<file path="config.mk">
export PLATFORM = sky130hd
export DESIGN_NAME = bus_err_escalator
export DESIGN_NICKNAME = d
export VERILOG_FILES = /design/src/rtl/besc_pkg.sv /design/src/rtl/besc_select.sv /design/src/rtl/besc_excflag.sv /design/src/rtl/besc_pend.sv /design/src/rtl/besc_fatal.sv /design/src/rtl/bus_err_escalator.sv
export SDC_FILE = /design/constraint.sdc
export NUM_CORES = 1
export LEC_CHECK = 0
export CAP_MARGIN = 20
export CORE_AREA = 3 3 40 42
export CTS_BUF_LIST = sky130_fd_sc_hd__clkbuf_2
export CTS_CLUSTER_DIAMETER = 150
export DETAILED_ROUTE_END_ITERATION = 6
export DIE_AREA = 0 0 43 45
export PLACE_DENSITY_LB_ADDON = 0.3
export SYNTH_ARGS = -nofsm -noshare
export SYNTH_HDL_FRONTEND = slang
export SYNTH_SLANG_ARGS = --single-unit
</file>
<file path="constraint.sdc">
create_clock -name clk -period 1.2 [get_ports clk]
set_clock_uncertainty 0.1 [all_clocks]
set_input_delay 0.12 -clock clk [delete_from_list [all_inputs] [get_ports clk]]
set_output_delay 0.12 -clock clk [all_outputs]
set_load 0.03 [all_outputs]
</file>
<file path="src/rtl/besc_pkg.sv">
package besc_pkg;
  localparam int CAUSE_W = 3;
  typedef logic [CAUSE_W-1:0] cause_t;
  localparam cause_t CAUSE_NONE = 3'b000;
  localparam cause_t CAUSE_IBUS = 3'b011;
  localparam cause_t CAUSE_DBUS = 3'b100;
endpackage

</file>
<file path="src/rtl/besc_select.sv">
module besc_select
  import besc_pkg::*;
(
  input  logic   clk,
  input  logic   rst_n,
  input  logic   ierr,
  input  logic   ipend,
  input  logic   derr,
  input  logic   exc_en,
  input  logic   in_exc,
  input  logic   halted,
  output logic   take,
  output logic   fatal,
  output logic   fire_i,
  output logic   collide,
  output cause_t cause
);
  logic fire_d, any_err;

  always_comb begin
    fire_i  = exc_en & (ierr | ipend) & ~halted;
    fire_d  = exc_en & derr & ~halted;
    any_err = fire_i | fire_d;
    fatal   = any_err & in_exc;
    take    = any_err & ~in_exc;
    collide = take & fire_i & fire_d;
    cause   = take ? (fire_i ? CAUSE_IBUS : CAUSE_DBUS) : CAUSE_NONE;
  end

  assert_no_take_halted_R8: assert property (@(posedge clk) disable iff (!rst_n)
    halted |-> !take && !fatal);
  assert_take_fatal_excl_R7: assert property (@(posedge clk) disable iff (!rst_n)
    !(take && fatal));
endmodule

</file>
<file path="src/rtl/besc_excflag.sv">
module besc_excflag (
  input  logic clk,
  input  logic rst_n,
  input  logic take,
  input  logic collide,
  input  logic ret,
  input  logic halted,
  output logic in_exc,
  output logic dlost
);
  logic ret_ok;
  assign ret_ok = ret & ~halted;

  always_ff @(posedge clk) begin
    if (!rst_n) begin
      in_exc <= 1'b0;
      dlost  <= 1'b0;
    end else begin
      if (take)        in_exc <= 1'b1;
      else if (ret_ok) in_exc <= 1'b0;
      if (collide)     dlost <= 1'b1;
      else if (ret_ok) dlost <= 1'b0;
    end
  end

  assert_ret_clears_R9: assert property (@(posedge clk) disable iff (!rst_n)
    (ret && !take && !halted) |=> !in_exc);
  assert_dlost_needs_exc_R4: assert property (@(posedge clk) disable iff (!rst_n)
    dlost |-> in_exc);
endmodule

</file>
<file path="src/rtl/besc_pend.sv">
module besc_pend (
  input  logic clk,
  input  logic rst_n,
  input  logic ierr,
  input  logic exc_en,
  input  logic halted,
  input  logic consume,
  output logic pend
);
  always_ff @(posedge clk) begin
    if (!rst_n)                       pend <= 1'b0;
    else if (!exc_en && ierr && !halted) pend <= 1'b1;
    else if (consume)                 pend <= 1'b0;
  end

  assert_hold_sets_R5: assert property (@(posedge clk) disable iff (!rst_n)
    (!exc_en && ierr && !halted) |=> pend);
  assert_hold_keeps_R6: assert property (@(posedge clk) disable iff (!rst_n)
    (pend && !exc_en) |=> pend);
endmodule

</file>
<file path="src/rtl/besc_fatal.sv">
module besc_fatal (
  input  logic clk,
  input  logic rst_n,
  input  logic fatal,
  output logic halted
);
  always_ff @(posedge clk) begin
    if (!rst_n)     halted <= 1'b0;
    else if (fatal) halted <= 1'b1;
  end

  assert_halt_sticky_R8: assert property (@(posedge clk) disable iff (!rst_n)
    halted |=> halted);
endmodule

</file>
<file path="src/rtl/bus_err_escalator.sv">
module bus_err_escalator
  import besc_pkg::*;
(
  input  logic         clk,
  input  logic         rst_n,
  input  logic         ierr_i,
  input  logic         derr_i,
  input  logic         exc_en_i,
  input  logic         exc_ret_i,
  output logic         exc_req_o,
  output logic [2:0]   exc_cause_o,
  output logic         in_exc_o,
  output logic         dlost_o,
  output logic         hold_o,
  output logic         halt_o,
  output logic         ext_err_o
);
  logic   take, fatal, fire_i, collide, halted, in_exc, pend;
  cause_t cause;
  logic   req_q;
  cause_t cause_q;

  besc_select u_sel (
    .clk(clk), .rst_n(rst_n), .ierr(ierr_i), .ipend(pend), .derr(derr_i),
    .exc_en(exc_en_i), .in_exc(in_exc), .halted(halted),
    .take(take), .fatal(fatal), .fire_i(fire_i), .collide(collide), .cause(cause)
  );

  besc_excflag u_flag (
    .clk(clk), .rst_n(rst_n), .take(take), .collide(collide), .ret(exc_ret_i),
    .halted(halted), .in_exc(in_exc), .dlost(dlost_o)
  );

  besc_pend u_pend (
    .clk(clk), .rst_n(rst_n), .ierr(ierr_i), .exc_en(exc_en_i), .halted(halted),
    .consume((take & fire_i) | fatal), .pend(pend)
  );

  besc_fatal u_fatal (
    .clk(clk), .rst_n(rst_n), .fatal(fatal), .halted(halted)
  );

  always_ff @(posedge clk) begin
    if (!rst_n) begin
      req_q   <= 1'b0;
      cause_q <= CAUSE_NONE;
    end else begin
      req_q   <= take;
      cause_q <= cause;
    end
  end

  assign exc_req_o   = req_q;
  assign exc_cause_o = cause_q;
  assign in_exc_o    = in_exc;
  assign hold_o      = pend;
  assign halt_o      = halted;
  assign ext_err_o   = halted;

  assert_req_pulse_R10: assert property (@(posedge clk) disable iff (!rst_n)
    exc_req_o |=> !exc_req_o);
  assert_cause_idle_R10: assert property (@(posedge clk) disable iff (!rst_n)
    !exc_req_o |-> exc_cause_o == 3'b000);
  assert_inst_priority_R4: assert property (@(posedge clk) disable iff (!rst_n)
    (exc_en_i && ierr_i && derr_i && !in_exc_o && !halt_o)
      |=> (exc_req_o && exc_cause_o == 3'b011 && dlost_o));
  assert_nested_halts_R7: assert property (@(posedge clk) disable iff (!rst_n)
    (exc_en_i && (ierr_i || derr_i) && in_exc_o) |=> (halt_o && ext_err_o && !exc_req_o));
  assert_data_ignored_R5: assert property (@(posedge clk) disable iff (!rst_n)
    (!exc_en_i && !ierr_i && !hold_o) |=> !exc_req_o && !halt_o || $past(halt_o));
endmodule

</file>
Word level (Yosys, flattened, before mapping)
Cells that the tools add are included.
Widths: inputs -> output; s select.
{ "classes": {"muxes": 6, "n_bitwise": 14, "n_reduce_logical": 8} }
{ "ops": {"columns": ["op", "n"], "rows": [
  ["$and 1x1->1", 9],
  ["$reduce_bool 2->1", 3],
  ["$mux 1", 5],
  ["$mux 3", 1],
  ["$or 1x1->1", 3],
  ["$logic_and 1x1->1", 2],
  ["$logic_not 1->1", 2],
  ["$not 1->1", 2],
  ["$reduce_and 2->1", 1]
]} }
{ "word_totals": {"ff_bits": 8, "input_bits": 6} }

Depth between registers and ports, before layout
Gate-level depths: netlist of run 1.
{ "logic_depth": {"ltp_word": 9, "mapped_depth": 2} }

Cells and area by module
From an unflattened synthesis of run 1, not the netlist that was laid out.
{ "unflattened": {"hier_cells": 36, "hier_area_um2": 347.8} }
{ "by_module_without_submodules": {"columns": ["mod", "n_inst", "cells_each", "area_each_um2", "seq_area_each_um2"], "rows": [
  ["bus_err_escalator", 1, 10, 120.1, 80.1],
  ["besc_excflag", 1, 9, 82.6, 40.0],
  ["besc_select", 1, 11, 71.3, 0.0],
  ["besc_pend", 1, 4, 46.3, 20.0],
  ["besc_fatal", 1, 2, 27.5, 20.0]
]} }

Least setup slack after synthesis of run 1
OpenSTA, ideal clock, no wires.
{ "synth_timing": {"path_kind": "register -> register", "startpoint": "register u_fatal.halted", "endpoint": "register u_flag.in_exc", "setup_time_ns": 0.126, "arrival_time_ns": 0.883, "setup_slack_ns": 0.091, "stages_incl_launch_ff": 3, "cell_sequence": "dfxtp_1 nand4bb_4 o22ai_1"} }
{ "synth_between": {"elab_chain_cells": 5} }
{ "synth_rtl": {"columns": ["element", "line", "source"], "rows": [
  ["from (decl)", "besc_fatal.sv:5", "output logic halted"],
  ["from (signal assigned)", "besc_fatal.sv:8", "if (!rst_n) halted <= 1'b0;"],
  ["from (signal assigned)", "besc_fatal.sv:9", "else if (fatal) halted <= 1'b1;"],
  ["$not 1->1 *", "besc_select.sv:21, besc_select.sv:22, besc_excflag.sv:12", null],
  ["$and 1x1->1, on equally long branches", "besc_select.sv:21, besc_select.sv:22", null],
  ["$or 1x1->1", "besc_select.sv:23", "any_err = fire_i | fire_d;"],
  ["$and 1x1->1", "besc_select.sv:25", "take = any_err & ~in_exc;"],
  ["$mux 1 or $reduce_bool 2->1 (tied branches)", null, null],
  ["to (signal assigned)", "besc_excflag.sv:16", "in_exc <= 1'b0;"],
  ["to (signal assigned)", "besc_excflag.sv:19", "if (take) in_exc <= 1'b1;"],
  ["to (signal assigned)", "besc_excflag.sv:20", "else if (ret_ok) in_exc <= 1'b0;"],
  ["to (decl)", "besc_excflag.sv:8", "output logic in_exc,"]
]} }
Every way passes the cells marked *; elsewhere a longest branch is shown, timed or not.
A chain may end at the register's enable or synchronous reset.

Worst setup path in the final report of run 1
{ "layout_timing": {"startpoint": "register cause_q[2] (netlist: exc_cause_o[2])", "endpoint": "output port exc_cause_o[2]"} }
{ "layout_lines": {"columns": ["element", "line", "source"], "rows": [
  ["from (decl)", "bus_err_escalator.sv:21", "cause_t cause_q;"],
  ["from (signal assigned)", "bus_err_escalator.sv:49", "cause_q <= cause;"],
  ["to (decl)", "bus_err_escalator.sv:11", "output logic [2:0] exc_cause_o,"]
]} }
No word-level cell between the ends.

==> results.sh, run 1 <==
export IMPL_status="finished clean"
export IMPL_yosysWarnings=0
export IMPL_setup_viol=0
export IMPL_syn_nets=33
export IMPL_grt_pass1_wl_um=952
export IMPL_rsz0062_at_grt="no"
export IMPL_drv_slew=0
export IMPL_worst_slew_pin_slew_ns=0.309
export IMPL_worstHoldStart="u_flag.dlost$_SDFFE_PN0P_"
export IMPL_grt_max_degree=8
export IMPL_leakagePower_nw=0.196
export IMPL_crit_type="flop to output pin"
export IMPL_yosysTopAreaCellShare_pct=49.6
export IMPL_cts_buffers=3
export IMPL_peakVddDrop_mv=0.357
export IMPL_worstPathArrival_ns=0.92
export IMPL_synthArstFlopShare_pct=0
export IMPL_min_period_over_period_pct=94.7
export IMPL_post_synth_top_count_cell="dfxtp_1"
export IMPL_maxCapViolCount=0
export IMPL_intPower_w=0.000400
export IMPL_drt_iter0_drc=5
export IMPL_r2r_cells=2
export IMPL_diodes=0
export IMPL_drt_antenna_violating_nets=0
export IMPL_overflow=0
export IMPL_required_ns=0.98
export IMPL_remaining_drc_errors=0
export IMPL_power_density_nw_per_um2=1260
export IMPL_regToRegSetupSlack_ns=0.18
export IMPL_floorplan_initialDensity_pct=22.0
export IMPL_syn_area_um2=283
export IMPL_synth_edf_count=0
export IMPL_synth_seq_area_share_pct=49.6
export IMPL_final_cells=61
export IMPL_cts_root_buf="clkbuf_2"
export IMPL_hold_violations=0
export IMPL_min_path_cells=2
export IMPL_crit_fanout=1
export IMPL_coreArea_um2=1280
export IMPL_synth_area_top_cells="dfxtp_1, nand4bb_4, buf_4"
export IMPL_synth_area_leader_cell="dfxtp_1"
export IMPL_die_h_um=45
export IMPL_ys_top_cells_by_count="dfxtp_1, nand2_1, nor2_1"
export IMPL_dp_final_hpwl_um=483
export IMPL_max_slew_margin_rel_pct=79.3
export IMPL_pwr_share_comb_pct=23.8
export IMPL_cp_num_buf_inv=1
export IMPL_hp_class="flop to flop"
export IMPL_path_clk_slew_ns=0.07
export IMPL_dieArea_um2=1940
export IMPL_holdBufCountCts=0
export IMPL_worstSkewPairLatency_ns=0.23
export IMPL_die_w_um=43
export IMPL_clkPwrFrac_pct=30.6
export IMPL_cts_sinks=7
export IMPL_switching_power_w=0.000170
export IMPL_cts_tree="done"
export IMPL_numPortBuffers=14
export IMPL_cp_start_kind="flop"
export IMPL_slowest_stage="dlygate4sd2_1"
export IMPL_grt_usage_pct=7.44
export IMPL_syn_inst=27
export IMPL_first_pass_iters=4
export IMPL_totalWireLength_um=608
export IMPL_h_tree_depth=1
export IMPL_vias_per_cell=4.18
export IMPL_holdPathEnd="u_flag.dlost$_SDFFE_PN0P_"
export IMPL_num_rows=13
export IMPL_avgSynthCellArea_um2=10.5
export IMPL_syn_to_final_growth_pct=59.7
export IMPL_routabilityCongestion=0.729
export IMPL_antenna_found_initial=0
export IMPL_final_net_count=53
export IMPL_min_period_ns=1.14
export IMPL_worst_setup_path_end_kind="output pin"
export IMPL_yosysUniqueCellTypes=13
export IMPL_max_clock_freq_ghz=0.880
export IMPL_layout_drive_gt1_share_pct=41.3
export IMPL_ys_flop_type="dfxtp_1"
export IMPL_ys_ff_latch=7
export IMPL_cpLargestDelayFamily="buffers and inverters"
export IMPL_worstReg2RegStart="u_pend.pend$_SDFFE_PN0P_"
export IMPL_io_pins=15
export IMPL_fillCellCount=133
export IMPL_p_seq_share_pct=45.7
export IMPL_placed_cells=57
export IMPL_place_area_um2=432
export IMPL_swShare_pct=29.8
export IMPL_timing_rr_end="u_fatal.halted$_SDFFE_PN0P_"
export IMPL_postCtsSetupBuffers=0
export IMPL_multi_input_area_um2=124
export IMPL_grt_pass1_vias=227
export IMPL_cts_buffer_depth=2
export IMPL_regArea_um2=141
export IMPL_wl_per_cell_um=9.97
export IMPL_power_w=0.000570
export IMPL_fin_area_um2=452
export IMPL_vias=255
export IMPL_path_cells="dlygate4sd2_1"
export IMPL_max_stage_delay_ns=0.39
## layout make-up
| cell class | count | share of cell area (%) |
|---|---|---|
| clock buffer | 4 | 4.43 |
| inverter | 1 | 0.831 |
| multi-input combinational | 17 | 27.4 |
| sequential | 7 | 31.3 |
| tap | 15 | 4.16 |
| timing repair buffer | 17 | 31.9 |
## registers in the layout (all words and copies together) (netlist names)
signal,cells
exc_cause_o,2
exc_req_o,1
u_fatal.halted,1
u_flag.dlost,1
u_flag.in_exc,1
u_pend.pend,1
## per-layer routing
| layer | track usage [%] | wire [µm] | share of wire, % |
|---|---|---|---|
| met2 | 9.58 | 262 | 43 |
| met1 | 8.05 | 283 | 47 |
| met4 | 5.42 | 8 | 1.3 |
| met5 | 0 | 0 | 0 |
| met3 | 5.98 | 53 | 8.7 |
## through the flow
stage                     utilization [%]  TNS (ns)  hold slack (ns)  setup WS, ns
after floorplan                         -         0           0.0935        0.0915
after global routing                 35.2         0            0.408       0.00500
after detailed placement             33.6    -0.124            0.356       -0.0515
after global placement               33.6   -0.0882            0.367       -0.0376
final                                35.2         0            0.375        0.0631
after CTS                            35.0         0            0.377        0.0301
## worst max-delay path by stage
stage          slack [ns]                          end  cells past startpoint                         from
2_1_floorplan        0.09   u_flag.in_exc$_SDFFE_PN0P_                      2  u_fatal.halted$_SDFFE_PN0P_
3_3_place_gp        -0.04  u_fatal.halted$_SDFFE_PN0P_                      3                       ierr_i
3_5_place_dp        -0.05  u_fatal.halted$_SDFFE_PN0P_                      3                       ierr_i
4_1_cts              0.03                       hold_o                      2     u_pend.pend$_SDFFE_PN0P_
5_1_grt             0.005               exc_cause_o[2]                      1    exc_cause_o[2]$_SDFF_PN0_
6_report             0.06               exc_cause_o[2]                      1    exc_cause_o[2]$_SDFF_PN0_
## what timing repair did
item                                   4_1_cts  5_1_grt
endpoints found under the hold margin        0        0
setup endpoints to repair                    2        2
resized for setup                            2        2
cloned                                       0        0
## power groups by stage
stage,sequential (W),combinational (W),clock (W)
after CTS,0.000259,0.000136,0.000184
after floorplan,0.000295,0.0000452,0
after detailed placement,0.000265,0.000138,0
after global placement,0.000265,0.000138,0
after global routing,0.000262,0.000144,0.000203
final,0.000260,0.000135,0.000174
## worst min-delay path: stages (launching register included)
cell     delay (ns)
dfxtp_1        0.32
nand2_1        0.06
o22ai_1        0.05
## cells in the final DEF, fill, tap and decap left out
| master | Yosys | routed |
|---|---|---|
| nand4bb_4 | 1 | 1 |
| clkdlybuf4s15_1 | 0 | 1 |
| dlygate4sd2_1 | 0 | 1 |
| dfxtp_1 | 7 | 6 |
| nor2b_1 | 2 | 2 |
| dfxtp_2 | 0 | 1 |
| o22ai_1 | 2 | 2 |
| nor3_2 | 1 | 1 |
| clkbuf_2 | 0 | 4 |
| inv_1 | 1 | 1 |
| nor4_2 | 1 | 1 |
| o21ai_0 | 2 | 2 |
| buf_4 | 2 | 10 |
| nand3_1 | 1 | 1 |
| o221a_2 | 1 | 1 |
| nand2_1 | 3 | 3 |
| nor2_1 | 3 | 3 |
| clkdlybuf4s50_1 | 0 | 5 |
## kinds of logic after synthesis
| family | share of synthesized area, % |
|---|---|
| AO/OA/AOI/OAI | 11.9 |
| buffers and inverters | 6.63 |
| AND/OR/NAND/NOR | 31.9 |
| flip-flops | 49.6 |
No activity file was read; power rests on OpenSTA's default activity.
==> run 2: changes to the inputs <==
ABC_AREA = 1   (was default)
==> results.sh, run 2 <==
export IMPL_status="finished clean"
export IMPL_synth_seq_area_share_pct=48.1
export IMPL_totalWireLength_um=594
export IMPL_crit_type="flop to output pin"
export IMPL_clkPwrFrac_pct=31.4
export IMPL_die_h_um=45
export IMPL_cp_start_kind="flop"
export IMPL_slowest_stage="clkdlybuf4s15_1"
export IMPL_max_slew_margin_rel_pct=80.5
export IMPL_die_w_um=43
export IMPL_routabilityCongestion=0.705
export IMPL_hp_class="flop to flop"
export IMPL_avgSynthCellArea_um2=8.10
export IMPL_min_period_over_period_pct=92.8
export IMPL_syn_inst=36
export IMPL_grt_usage_pct=8.00
export IMPL_fillCellCount=138
export IMPL_peakVddDrop_mv=0.497
export IMPL_pre_cts_ws_ns=-0.0759
export IMPL_syn_area_um2=292
export IMPL_mostFrequentLayoutCells="dfxtp_1, buf_4, nand2_1"
export IMPL_synth_area_leader_cell="dfxtp_1"
export IMPL_synthArstFlopShare_pct=0
export IMPL_max_clock_freq_ghz=0.898
export IMPL_layout_drive_gt1_share_pct=32.7
export IMPL_path_cells="clkdlybuf4s15_1"
export IMPL_final_cells=67
export IMPL_worst_slew_pin_slew_ns=0.293
export IMPL_ys_top_cells_by_count="dfxtp_1, nand2_1, inv_1"
export IMPL_grt_max_degree=5
export IMPL_ys_flop_type="dfxtp_1"
export IMPL_place_area_um2=418
export IMPL_cts_sinks=7
export IMPL_rsz0062_at_grt="no"
export IMPL_setup_viol=0
export IMPL_path_clk_slew_ns=0.07
export IMPL_power_w=0.000559
export IMPL_ys_ff_latch=7
export IMPL_worstPathArrival_ns=0.89
export IMPL_num_rows=13
export IMPL_cts_buffer_depth=2
export IMPL_swShare_pct=30.8
export IMPL_multi_input_area_um2=106
export IMPL_yosysUniqueCellTypes=14
export IMPL_diodes=0
export IMPL_fin_area_um2=438
export IMPL_regArea_um2=140
export IMPL_vias_per_cell=4.13
export IMPL_final_net_count=59
export IMPL_placed_cells=63
export IMPL_cts_buffers=3
export IMPL_cp_num_buf_inv=1
export IMPL_crit_fanout=1
export IMPL_worstSkewPairLatency_ns=0.23
export IMPL_min_period_ns=1.11
export IMPL_vias=277
export IMPL_largest_register_ffs=2
export IMPL_drt_antenna_violating_nets=0
export IMPL_numPortBuffers=14
export IMPL_required_ns=0.98
export IMPL_remaining_drc_errors=0
export IMPL_grt_pass1_vias=266
export IMPL_utilization_pct=34.1
export IMPL_synth_edf_count=0
export IMPL_dieArea_um2=1940
export IMPL_io_pins=15
export IMPL_post_synth_top_count_cell="dfxtp_1"
export IMPL_floorplan_initialDensity_pct=22.7
export IMPL_power_density_nw_per_um2=1280
export IMPL_max_stage_delay_ns=0.35
export IMPL_overflow=0
export IMPL_h_tree_depth=1
export IMPL_coreArea_um2=1280
export IMPL_pwr_share_comb_pct=22.6
export IMPL_dp_final_hpwl_um=501
export IMPL_cts_tree="done"
export IMPL_drt_iter0_drc=3
export IMPL_switching_power_w=0.000172
export IMPL_hold_violations=0
export IMPL_first_pass_iters=3
export IMPL_leakagePower_nw=0.218
export IMPL_intPower_w=0.000387
export IMPL_grt_pass1_wl_um=1080
export IMPL_syn_to_final_growth_pct=50.2
export IMPL_maxCapViolCount=0
export IMPL_cts_root_buf="clkbuf_2"
export IMPL_antenna_found_initial=0
export IMPL_fin_ws_ns=0.0868
export IMPL_wl_per_cell_um=8.87
export IMPL_yosysWarnings=0
export IMPL_worst_setup_path_end_kind="output pin"
export IMPL_drv_slew=0
export IMPL_cpLargestDelayFamily="buffers and inverters"
export IMPL_synth_area_top_cells="dfxtp_1, nand2_1, inv_1"
export IMPL_p_seq_share_pct=45.9
export IMPL_syn_nets=42
export IMPL_yosysTopAreaCellShare_pct=48.1
[run 2: changes by cell type in the layout (fill, tap and decap cells not counted), moves of 3 or more]
cell     delta
inv_1       +4
nand2_1     +3
a21oi_1     +3
buf_4       -3
inv_2       +3
[run 2: cells by family (layout without fill, tap and decap cells)]
logic type / Yosys count / after routing / synth area share, %
compound gates: 4 / 4 / 7.30
flops: 7 / 7 / 48.1
simple gates: 15 / 15 / 29.2
buf+inv: 10 / 26 / 15.4
[run 2: area by class of cell]
class	instances	share of cell area (%)
inverter	8	6.86
tap	15	4.29
timing repair buffer	14	28.0
multi-input combinational	19	24.3
clock buffer	4	4.57
sequential	7	32.0
[run 2: per-stage QoR]
stage / TNS [ns] / hold WS [ns]
finish: 0 / 0.374
global route: 0 / 0.384
CTS: 0 / 0.376
detailed placement: -0.194 / 0.362
global placement: -0.163 / 0.360
floorplan: 0 / 0.163
[run 2: routing by layer]
layer  vias up  part of all wire, %  global-route usage [%]
li1        144                    -                       -
met1       119                   44                    9.18
met2        12                   44                    10.2
met3         2                   10                    5.98
met4         0                  1.5                    5.42
met5         -                    0                       0
[run 2: path summary, 6_finish.rpt]
check	startpoint	to	slack (ns)	cells after the start
worst max register to register	u_fatal.halted$_SDFFE_PN0P_	u_pend.pend$_SDFFE_PN0P_	0.21	4
worst min-delay path	u_flag.dlost$_SDFFE_PN0P_	u_flag.dlost$_SDFFE_PN0P_	0.37	2
worst min register to register	u_flag.dlost$_SDFFE_PN0P_	u_flag.dlost$_SDFFE_PN0P_	0.37	2
worst max-delay path	exc_cause_o[2]$_SDFF_PN0_	exc_cause_o[2]	0.09	1
[run 2: power groups by stage]
stage / logic, W / clock network (W) / registers [W]
final: 0.000127 / 0.000176 / 0.000257
after global routing: 0.000136 / 0.000200 / 0.000259
after CTS: 0.000127 / 0.000188 / 0.000257
after detailed placement: 0.000130 / 0 / 0.000262
after global placement: 0.000130 / 0 / 0.000262
after floorplan: 0.0000495 / 0 / 0.000291
[run 2: what timing repair did]
action	in CTS	in global routing
resized for setup	2	2
hold buffers	0	0
pin swaps	0	0
endpoints found under the setup margin	2	2
setup buffers	0	0
gates cloned	0	0
